`config.mk`:
```
export PLATFORM = sky130hd
export DESIGN_NAME = fp_regstack
export DESIGN_NICKNAME = d
export VERILOG_FILES = /design/src/rtl/fpstk_pkg.sv /design/src/rtl/fpstk_ptr.sv /design/src/rtl/fpstk_regfile.sv /design/src/rtl/fpstk_status.sv /design/src/rtl/fp_regstack.sv
export SDC_FILE = /design/constraint.sdc
export NUM_CORES = 2
export LEC_CHECK = 0
export ABC_CLOCK_PERIOD_IN_PS = 10600
export CAP_MARGIN = 20
export CELL_PAD_IN_SITES_DETAIL_PLACEMENT = 0
export CELL_PAD_IN_SITES_GLOBAL_PLACEMENT = 1
export CORE_MARGIN = 2
export CORE_UTILIZATION = 54
export CTS_BUF_LIST = sky130_fd_sc_hd__clkbuf_4 sky130_fd_sc_hd__clkbuf_8
export CTS_CLUSTER_SIZE = 8
export DETAILED_ROUTE_END_ITERATION = 12
export PLACE_DENSITY = 0.95
export SYNTH_ARGS = -nofsm -noshare
export SYNTH_HDL_FRONTEND = slang
export SYNTH_SLANG_ARGS = --single-unit
```
`constraint.sdc`:
```
create_clock -name clk -period 10.6 [get_ports clk]
set_input_delay 1.59 -clock clk [delete_from_list [all_inputs] [get_ports clk]]
set_output_delay 1.59 -clock clk [all_outputs]
set_load 0.03 [all_outputs]
```
`src/rtl/fpstk_pkg.sv`:
```
package fpstk_pkg;

  localparam int FLAG_N = 6;

  typedef enum logic [1:0] {
    TAG_VALID   = 2'b00,
    TAG_ZERO    = 2'b01,
    TAG_SPECIAL = 2'b10,
    TAG_EMPTY   = 2'b11
  } stk_tag_e;

  typedef enum logic [3:0] {
    OP_NOP    = 4'd0,
    OP_PUSH   = 4'd1,
    OP_POP    = 4'd2,
    OP_READ   = 4'd3,
    OP_WRITE  = 4'd4,
    OP_XCHG   = 4'd5,
    OP_INCP   = 4'd6,
    OP_DECP   = 4'd7,
    OP_FREE   = 4'd8,
    OP_INIT   = 4'd9,
    OP_CLEX   = 4'd10,
    OP_SETCC  = 4'd11,
    OP_SETBSY = 4'd12,
    OP_RAISE  = 4'd13
  } stk_op_e;

  // Any flag left unmasked makes the summary true.
  function automatic logic flag_summary(input logic [FLAG_N-1:0] flags,
                                        input logic [FLAG_N-1:0] msk);
    return |(flags & ~msk);
  endfunction

endpackage

```
`src/rtl/fpstk_ptr.sv`:
```
module fpstk_ptr #(
  parameter int PTR_W = 3
) (
  input  logic             clk,
  input  logic             rst_n,
  input  logic             ptr_init,
  input  logic             ptr_inc,
  input  logic             ptr_dec,
  output logic [PTR_W-1:0] top_q
);

  localparam logic [PTR_W-1:0] ONE = PTR_W'(1);

  always_ff @(posedge clk or negedge rst_n) begin
    if (!rst_n) begin
      top_q <= '0;
    end else if (ptr_init) begin
      top_q <= '0;
    end else if (ptr_inc) begin
      top_q <= top_q + ONE;
    end else if (ptr_dec) begin
      top_q <= top_q - ONE;
    end
  end

endmodule

```
`src/rtl/fpstk_regfile.sv`:
```
module fpstk_regfile
  import fpstk_pkg::*;
#(
  parameter int DEPTH = 8,
  parameter int W     = 80,
  parameter int PTR_W = 3
) (
  input  logic               clk,
  input  logic               rst_n,
  input  logic               all_empty,
  input  logic               wr_en,
  input  logic [PTR_W-1:0]   wr_addr,
  input  logic [W-1:0]       wr_val,
  input  stk_tag_e           wr_tag,
  input  logic               sw_en,
  input  logic [PTR_W-1:0]   sw_a,
  input  logic [PTR_W-1:0]   sw_b,
  input  logic               fr_en,
  input  logic [PTR_W-1:0]   fr_addr,
  input  logic [PTR_W-1:0]   rd_addr,
  output logic [W-1:0]       rd_val,
  output logic [2*DEPTH-1:0] tags_flat
);

  logic [W-1:0] mem [DEPTH];
  stk_tag_e     tg  [DEPTH];

  always_ff @(posedge clk or negedge rst_n) begin
    if (!rst_n) begin
      for (int i = 0; i < DEPTH; i++) begin
        mem[i] <= '0;
        tg[i]  <= TAG_EMPTY;
      end
    end else begin
      for (int i = 0; i < DEPTH; i++) begin
        if (all_empty) begin
          tg[i] <= TAG_EMPTY;
        end else if (wr_en && wr_addr == PTR_W'(i)) begin
          mem[i] <= wr_val;
          tg[i]  <= wr_tag;
        end else if (sw_en && sw_a == PTR_W'(i)) begin
          mem[i] <= mem[sw_b];
          tg[i]  <= tg[sw_b];
        end else if (sw_en && sw_b == PTR_W'(i)) begin
          mem[i] <= mem[sw_a];
          tg[i]  <= tg[sw_a];
        end else if (fr_en && fr_addr == PTR_W'(i)) begin
          tg[i] <= TAG_EMPTY;
        end
      end
    end
  end

  assign rd_val = mem[rd_addr];

  for (genvar g = 0; g < DEPTH; g++) begin : g_tag_pack
    assign tags_flat[2*g +: 2] = tg[g];
  end

endmodule

```
`src/rtl/fpstk_status.sv`:
```
module fpstk_status
  import fpstk_pkg::*;
#(
  parameter int PTR_W = 3
) (
  input  logic              clk,
  input  logic              rst_n,
  input  logic              st_init,
  input  logic              st_clex,
  input  logic [FLAG_N-1:0] raise_vec,
  input  logic              cc_we,
  input  logic [3:0]        cc_val,
  input  logic              busy_set,
  input  logic [FLAG_N-1:0] msk,
  input  logic [PTR_W-1:0]  top,
  output logic [15:0]       sword,
  output logic              summ
);

  logic [FLAG_N-1:0] flags_q;
  logic [3:0]        cc_q;
  logic              busy_q;

  always_ff @(posedge clk or negedge rst_n) begin
    if (!rst_n) begin
      flags_q <= '0;
      cc_q    <= '0;
      busy_q  <= 1'b0;
    end else begin
      if (st_init || st_clex) flags_q <= '0;
      else                    flags_q <= flags_q | raise_vec;

      if (st_init)    cc_q <= '0;
      else if (cc_we) cc_q <= cc_val;

      if (st_init || st_clex) busy_q <= 1'b0;
      else if (busy_set)      busy_q <= 1'b1;
    end
  end

  assign summ = flag_summary(flags_q, msk);

  always_comb begin
    sword        = '0;
    sword[5:0]   = flags_q;
    sword[7]     = summ;
    sword[8]     = cc_q[0];
    sword[9]     = cc_q[1];
    sword[10]    = cc_q[2];
    sword[13:11] = 3'(top);
    sword[14]    = cc_q[3];
    sword[15]    = busy_q;
  end

endmodule

```
`src/rtl/fp_regstack.sv`:
```
module fp_regstack
  import fpstk_pkg::*;
#(
  parameter int STK_DEPTH = 8,
  parameter int EXP_W     = 15,
  parameter int SIG_W     = 64
) (
  input  logic                   clk,
  input  logic                   rst_n,
  input  logic                   op_valid,
  input  logic [3:0]             op_code,
  input  logic [2:0]             op_idx,
  input  logic [79:0]            wr_data,
  input  logic [5:0]             exc_in,
  input  logic [3:0]             cc_in,
  input  logic [5:0]             mask,
  output logic [79:0]            rd_data,
  output logic [15:0]            tag_word,
  output logic [15:0]            status_word,
  output logic                   irq
);

  localparam int W     = 1 + EXP_W + SIG_W;
  localparam int PTR_W = $clog2(STK_DEPTH);
  localparam logic [PTR_W-1:0] ONE = PTR_W'(1);

  // Class tag of an operand from its exponent and significand.
  function automatic stk_tag_e classify(input logic [W-1:0] v);
    logic [EXP_W-1:0] e;
    logic [SIG_W-1:0] s;
    e = v[W-2 -: EXP_W];
    s = v[SIG_W-1:0];
    if (&e)            return TAG_SPECIAL;
    else if (e == '0)  return (s == '0) ? TAG_ZERO : TAG_SPECIAL;
    else               return TAG_VALID;
  endfunction

  function automatic logic is_empty(input logic [2*STK_DEPTH-1:0] tw,
                                    input logic [PTR_W-1:0] p);
    return tw[2*p +: 2] == TAG_EMPTY;
  endfunction

  logic [PTR_W-1:0]      top;
  logic [PTR_W-1:0]      push_slot;
  logic [PTR_W-1:0]      idx_phys;
  logic [2*STK_DEPTH-1:0] tags;
  logic [W-1:0]          rd_val;
  stk_op_e               op;

  // named internal events, observed by the checker
  logic ev_overflow, ev_underflow, ev_push_ok, ev_pop_ok, ev_xchg_ok;
  logic ev_ptr_only, ev_clear;

  logic             rf_wr_en, rf_fr_en;
  logic [PTR_W-1:0] rf_wr_addr, rf_fr_addr;
  logic             p_inc, p_dec, do_init, do_clex;
  logic [FLAG_N-1:0] raise_vec;
  logic             summ;

  assign op        = stk_op_e'(op_code);
  assign push_slot = top - ONE;
  assign idx_phys  = top + PTR_W'(op_idx);

  always_comb begin
    ev_overflow  = 1'b0;
    ev_underflow = 1'b0;
    if (op_valid) begin
      case (op)
        OP_PUSH: ev_overflow  = !is_empty(tags, push_slot);
        OP_POP:  ev_underflow = is_empty(tags, top);
        OP_READ: ev_underflow = is_empty(tags, idx_phys);
        OP_XCHG: ev_underflow = is_empty(tags, top) || is_empty(tags, idx_phys);
        default: ;
      endcase
    end
  end

  assign ev_push_ok  = op_valid && (op == OP_PUSH) && !ev_overflow;
  assign ev_pop_ok   = op_valid && (op == OP_POP)  && !ev_underflow;
  assign ev_xchg_ok  = op_valid && (op == OP_XCHG) && !ev_underflow;
  assign ev_ptr_only = op_valid && (op == OP_INCP || op == OP_DECP);
  assign do_init     = op_valid && (op == OP_INIT);
  assign do_clex     = op_valid && (op == OP_CLEX);
  assign ev_clear    = do_init || do_clex;

  assign rf_wr_en   = ev_push_ok || (op_valid && op == OP_WRITE);
  assign rf_wr_addr = ev_push_ok ? push_slot : idx_phys;
  assign rf_fr_en   = ev_pop_ok || (op_valid && op == OP_FREE);
  assign rf_fr_addr = ev_pop_ok ? top : idx_phys;

  assign p_inc = ev_pop_ok  || (op_valid && op == OP_INCP);
  assign p_dec = ev_push_ok || (op_valid && op == OP_DECP);

  always_comb begin
    raise_vec    = (op_valid && op == OP_RAISE) ? exc_in : '0;
    raise_vec[0] = raise_vec[0] | ev_overflow | ev_underflow;
  end

  fpstk_ptr #(.PTR_W(PTR_W)) u_ptr (
    .clk      (clk),
    .rst_n    (rst_n),
    .ptr_init (do_init),
    .ptr_inc  (p_inc),
    .ptr_dec  (p_dec),
    .top_q    (top)
  );

  fpstk_regfile #(.DEPTH(STK_DEPTH), .W(W), .PTR_W(PTR_W)) u_rf (
    .clk       (clk),
    .rst_n     (rst_n),
    .all_empty (do_init),
    .wr_en     (rf_wr_en),
    .wr_addr   (rf_wr_addr),
    .wr_val    (wr_data[W-1:0]),
    .wr_tag    (classify(wr_data[W-1:0])),
    .sw_en     (ev_xchg_ok),
    .sw_a      (top),
    .sw_b      (idx_phys),
    .fr_en     (rf_fr_en),
    .fr_addr   (rf_fr_addr),
    .rd_addr   (idx_phys),
    .rd_val    (rd_val),
    .tags_flat (tags)
  );

  fpstk_status #(.PTR_W(PTR_W)) u_st (
    .clk       (clk),
    .rst_n     (rst_n),
    .st_init   (do_init),
    .st_clex   (do_clex),
    .raise_vec (raise_vec),
    .cc_we     (op_valid && op == OP_SETCC),
    .cc_val    (cc_in),
    .busy_set  (op_valid && op == OP_SETBSY),
    .msk       (mask),
    .top       (top),
    .sword     (status_word),
    .summ      (summ)
  );

  assign rd_data  = 80'(rd_val);
  assign tag_word = 16'(tags);
  assign irq      = summ;

endmodule

```
=== Yosys cells after proc, flatten, opt, wreduce, memory -nomap -nowiden ===
Index checks and enable logic that the tools add are counted.

* Reductions and logical operators: 91
* Order comparisons: 2
* Multipliers: 0
* Equal/unequal tests: 44
* Multiplexer cells: 94
* Add/sub/neg operators: 3
* Bitwise logic cells: 8
* Div/mod/pow operators: 0
* Shift operators: 3

{| class="wikitable"
|+ Operators with widths
! cell !! number
|-
| $mux 80 || 28
|-
| $bmux 80 s3 || 2
|-
| $mux 2 || 47
|-
| $logic_not 64->1 || 1
|-
| $eq 3x3->1 const B || 16
|-
| $shiftx 16x5->2 || 3
|-
| $logic_and 1x1->1 || 47
|-
| $reduce_bool 5->1 || 8
|-
| $reduce_bool 3->1 || 9
|-
| $eq 3x2->1 const B || 8
|-
| $eq 4x4->1 const B || 6
|-
| $eq 4x3->1 const B || 4
|-
| $reduce_and 2->1 || 8
|-
| $logic_not 15->1 || 1
|-
| $mux 3 || 5
|-
| $reduce_and 15->1 || 1
|-
| $bmux 2 s3 || 2
|-
| $eq 3x1->1 const B || 4
|-
| $logic_not 3->1 || 4
|-
| $mux 6 || 2
|-
| $eq 4x2->1 const B || 2
|-
| $ge 4x4->1 const B || 2
|-
| $mux 4 || 2
|-
| $not 3->4 || 2
|-
| 16 further kinds || 31
|}

* Word-level logic and storage cells: 265
* Output and inout port bits: 113
* Flip-flop bits (word level): 670
* Bits in latches: 0
* Bits in read-only memories: 0
* Bits in writable memories: 0
* Memories kept: 0

=== Logic depth before layout (Yosys ltp) ===
* Depth after elaboration: 16
* Mapped depth: 15
* Gate-level depth less buffers: 10

=== Modules after synthesis ===
A second synthesis with hierarchy kept.

* Cells, all modules: 4,563
* Area total of the unflattened synthesis: 49,438.7 µm²

{| class="wikitable"
|+ By module, submodules not included
! module !! instances !! cells each !! area each (µm²)
|-
| fpstk_regfile || 1 || 4,367 || 47,870.9
|-
| fp_regstack || 1 || 135 || 907.1
|-
| fpstk_status || 1 || 45 || 490.5
|-
| fpstk_ptr || 1 || 16 || 170.2
|}

=== Least setup slack after synthesis ===
OpenSTA, ideal clock, no wires.

* Path type: input-to-output
* From: input port op_idx[0]
* To: output port rd_data[3]
* Slack: 4.946 ns
* Path buffers: 3
* Cell stages on the path: 9
* Arrival time: 4.064 ns
* Cell sequence: ha_1 inv_1 fa_1 clkbuf_1 buf_1 clkbuf_1 mux4_2 mux2i_1 inv_1

* Word-level cells in the longest chain between the ends: 5

{| class="wikitable"
|+ Ends and longest elaborated chain
! what !! RTL line !! source
|-
| start, declared || fp_regstack.sv:12 || <nowiki>input logic [2:0] op_idx,</nowiki>
|-
| $add 3x3->3 || fp_regstack.sv:62 || <nowiki>assign idx_phys = top + PTR_W'(op_idx);</nowiki>
|-
| $not 3->4 (not written as such) || fpstk_regfile.sv:54 || <nowiki>assign rd_val = mem[rd_addr];</nowiki>
|-
| $bmux 80 s3 || fpstk_regfile.sv:54 ||
|-
| $mux 80 (not written as such) (2 in series) || fpstk_regfile.sv:54 ||
|-
| end, declared || fp_regstack.sv:17 || <nowiki>output logic [79:0] rd_data,</nowiki>
|}

No other way between the ends. The select of a mux whose other input is x is not followed.

=== Worst setup path after layout ===
* From: input port op_idx[0]
* To: output port rd_data[23]

Same word-level chain as after synthesis.

==> results.md <==
* Status: complete, no violations
* Total negative slack at 0 ns
* Leading register cell type out of synthesis: dfrtp_1
* Hold Path Class: reg2reg
* Initial antenna violation count at 8
* Core area at 0.0854 mm2
* Number of synthesized flops with an enable pin at 0
* Die height at 298 um
* Tot GR Track Use at 0.389
* Synth Cell Area at 0.0467 mm2
* Via density at 7.46
* Biggest area consumer among synthesized cells: dfrtp_1
* Most instantiated library cell after synthesis: nand2_1
* Slowest cell on the critical path: fa_4
* Leakage at 0.0215 uW
* Hold Slack at 0.496 ns
* Layout cell share with drive strength beyond 1 at 0.208
* PD cells at 397 mW/mm2
* Worst vdd ir at 0.295 mV
* Synth Area per Inst at 9.81 um2
* Worst path bufs/invs at 5
* Synth-to-layout area growth at 10.3%
* Ys async rst share at 1.00
* I/O Buffers at 217
* Drt initial violations at 6822
* Clock sink total at 670
* Yosys warning count at 0
* CP Max Fanout at 91
* Crit start category: input port
* CP peak stage delay at 1.51 ns
* Slew headroom at 0.180
* MaxCap Viol Count at 0
* CP delay by family, top: buffers and inverters
* Die area at 0.0888 mm2
* R2r startpoint: u_ptr.top_q[1]$_DFFE_PN0P_
* Design Area, Final at 0.0515 mm2
* Chip Width at 298 um
* Hold buffer count at CTS at 0
* FF+latch count, synth at 670
* CTS root buf: clkbuf_8
* CTS max path bufs at 3
* CTS clk-pin slew, worst paths at 0.07 ns
* Final Core Density at 0.603
* Slew at the pin closest to its max-slew limit at 1.23 ns
* Fin crit share at 0.752
* Finish-stage setup viols at 0
* Final Power at 20400 uW
* Clk Latency, worst-skew pair at 0.79 ns
* Wire per inst at 30.1 um
* Yosys cell types at 81
* First-pass DRT Iterations at 8
* Crit Path Class: in2out
* Top cell type's share of synthesized area at 0.351
* Post-Route WL at 177000 um
* Final Hold Viols at 0
* Ports at 219
* Synth cell count leaders: nand2_1, dfrtp_1, nor2_1
* DRT antenna net count at 0
* Slew Limit Fails at 0
* Initial core utilization at 0.546
* Number of global-route vias before repair at 42855
* Largest net degree at the start of global routing at 165
* RSZ-0062 raised after global routing: false
* First-pass GRT wire length at 265000 um
* Post-DP HPWL at 95000 um
* Placed cell area at 0.0489 mm2
* Num rows at 107
* DRC violation count after routing at 0
* F_max at 0.125 GHz
* Filler instances at 7088
* Final-stage net count at 4744
* Top post-synthesis cells by area: dfrtp_1, mux4_2, mux2i_1, nand2_1, mux2_2
* Resize count post-CTS at 0
* Mapped Cells at 4756
* Min Clock Period, post-route at 7.97 ns
* Critical Path Source: op_idx[0]
* CTS tree: done
* Setup crit end kind: output pin
* Critical path cell sequence: clkdlybuf4s50_1 -> ha_4 -> inv_1 -> fa_4 -> buf_12 -> mux4_2 -> mux2i_1 -> inv_1 -> clkdlybuf4s50_1
* Synth Net Count at 4871
* H-tree lvl count at 3
* GRT overflow at 0
* HP Start: u_st.cc_q[2]$_DFFE_PN0P_
* Seq/Total Area, Yosys at 0.360
* CP Data Arrival Time at 6.38 ns
* Final Skew at 0.0454 ns
* Num CTS Buffers at 115
* Critical Path RT at 9.01 ns
* Number of setup buffers added after CTS at 0
* RD Place Congestion at 0.969
* Vias at 43760
==> placed cells by master (no fill, tap or decap), types with 4 or more instances in the layout <==
master           count
nand2_1            673
dfrtp_1            652
nor2_1             432
mux4_2             330
mux2i_1            325
a31oi_1            242
clkdlybuf4s50_1    216
mux2_2             206
o21ai_0            173
nor3_1             170
o22ai_1            163
o211ai_1           163
clkbuf_8           156
a21oi_1            110
inv_1               95
o221a_2             82
a22oi_1             81
a211oi_1            75
buf_4               70
mux2_1              38
clkbuf_4            33
nor4_1              23
dfstp_2             16
nand4_1             12
clkinv_2            12
nand3_1             10
a211oi_2            10
buf_12               9
o21ai_4              7
o21a_4               7
ha_1                 7
and3_1               5
diode_2              4
nand4b_1             4
or3_1                4
nor2b_1              4
o22a_1               4
==> where the power goes <==
part	internal (uW)	switching, uW	total, uW
Sequential	3790	1160	4960
Clock	1440	1160	2610
Combinational	5760	7110	12900
==> cell families (layout without fill, tap and decap cells) <==
logic type / count (synthesis) / count (layout) / synth area share
DFF: 670 / 670 / 0.360
AOI/OAI and AO/OA: 1159 / 1159 / 0.170
xor gates and xnor gates: 6 / 6 / 0.00174
buffers and inverters: 639 / 602 / 0.0572
other: 1 / 5 / 0.0000804
and+or+nand+nor: 1373 / 1373 / 0.121
adders and majority gates: 9 / 9 / 0.00257
muxes: 899 / 899 / 0.288
==> registers in the layout, summed over array words and instances, names as in the netlist <==
register,flops
u_rf.mem,640
u_rf.tags_flat,16
u_st.flags_q,6
u_st.cc_q,4
u_ptr.top_q,3
u_st.busy_q,1
==> routing by layer <==
layer / part of all wire / wire length (um) / GRT usage / vias to the layer above
li1: - / - / - / 17632
met1: 0.35 / 61500 / 0.499 / 21054
met2: 0.43 / 76100 / 0.573 / 4160
met3: 0.16 / 28400 / 0.137 / 906
met4: 0.061 / 10800 / 0.224 / 8
met5: 0.00029 / 51 / 0 / -
==> layout make-up <==
| type | instances | area (um2) | area share |
|---|---|---|---|
| multi-input cells | 3447 | 27500 | 0.534 |
| flip-flops and latches | 670 | 16800 | 0.326 |
| repair buffers | 297 | 2890 | 0.0561 |
| clock buffers | 189 | 2390 | 0.0465 |
| well taps | 1144 | 1430 | 0.0278 |
| inverters | 98 | 373 | 0.00724 |
| clock inverters | 18 | 133 | 0.00258 |
| diodes | 4 | 10.0 | 0.000194 |
==> worst min-delay path, delay by kind of cell, from the launching register on <==
kind | cells | cell delay (ns)
flops | 1 | 0.35
compound gates | 1 | 0.06
simple gates | 1 | 0.05
==> stage by stage <==
step	std cells	setup WS, ns
6_report	5867	2.63
5_1_grt	5864	2.61
4_1_cts	5861	2.83
3_5_place_dp	5654	2.82
3_3_place_gp	5654	2.93
2_1_floorplan	4756	4.95
==> worst paths after layout <==
check                                       endpoint  slack (ns)  cells past startpoint
setup / recovery                         rd_data[23]        2.63                      9
min in group asynchronous  u_rf.mem[247]$_DFFE_PN0P_        0.92                      1
setup reg to reg           u_rf.mem[439]$_DFFE_PN0P_        3.78                     10
max in group asynchronous  u_rf.mem[437]$_DFFE_PN0P_        7.41                      3
hold / removal              u_st.cc_q[2]$_DFFE_PN0P_        0.50                      2
hold reg to reg             u_st.cc_q[2]$_DFFE_PN0P_        0.50                      2
Note: power is estimated with default switching activity, not from simulation.
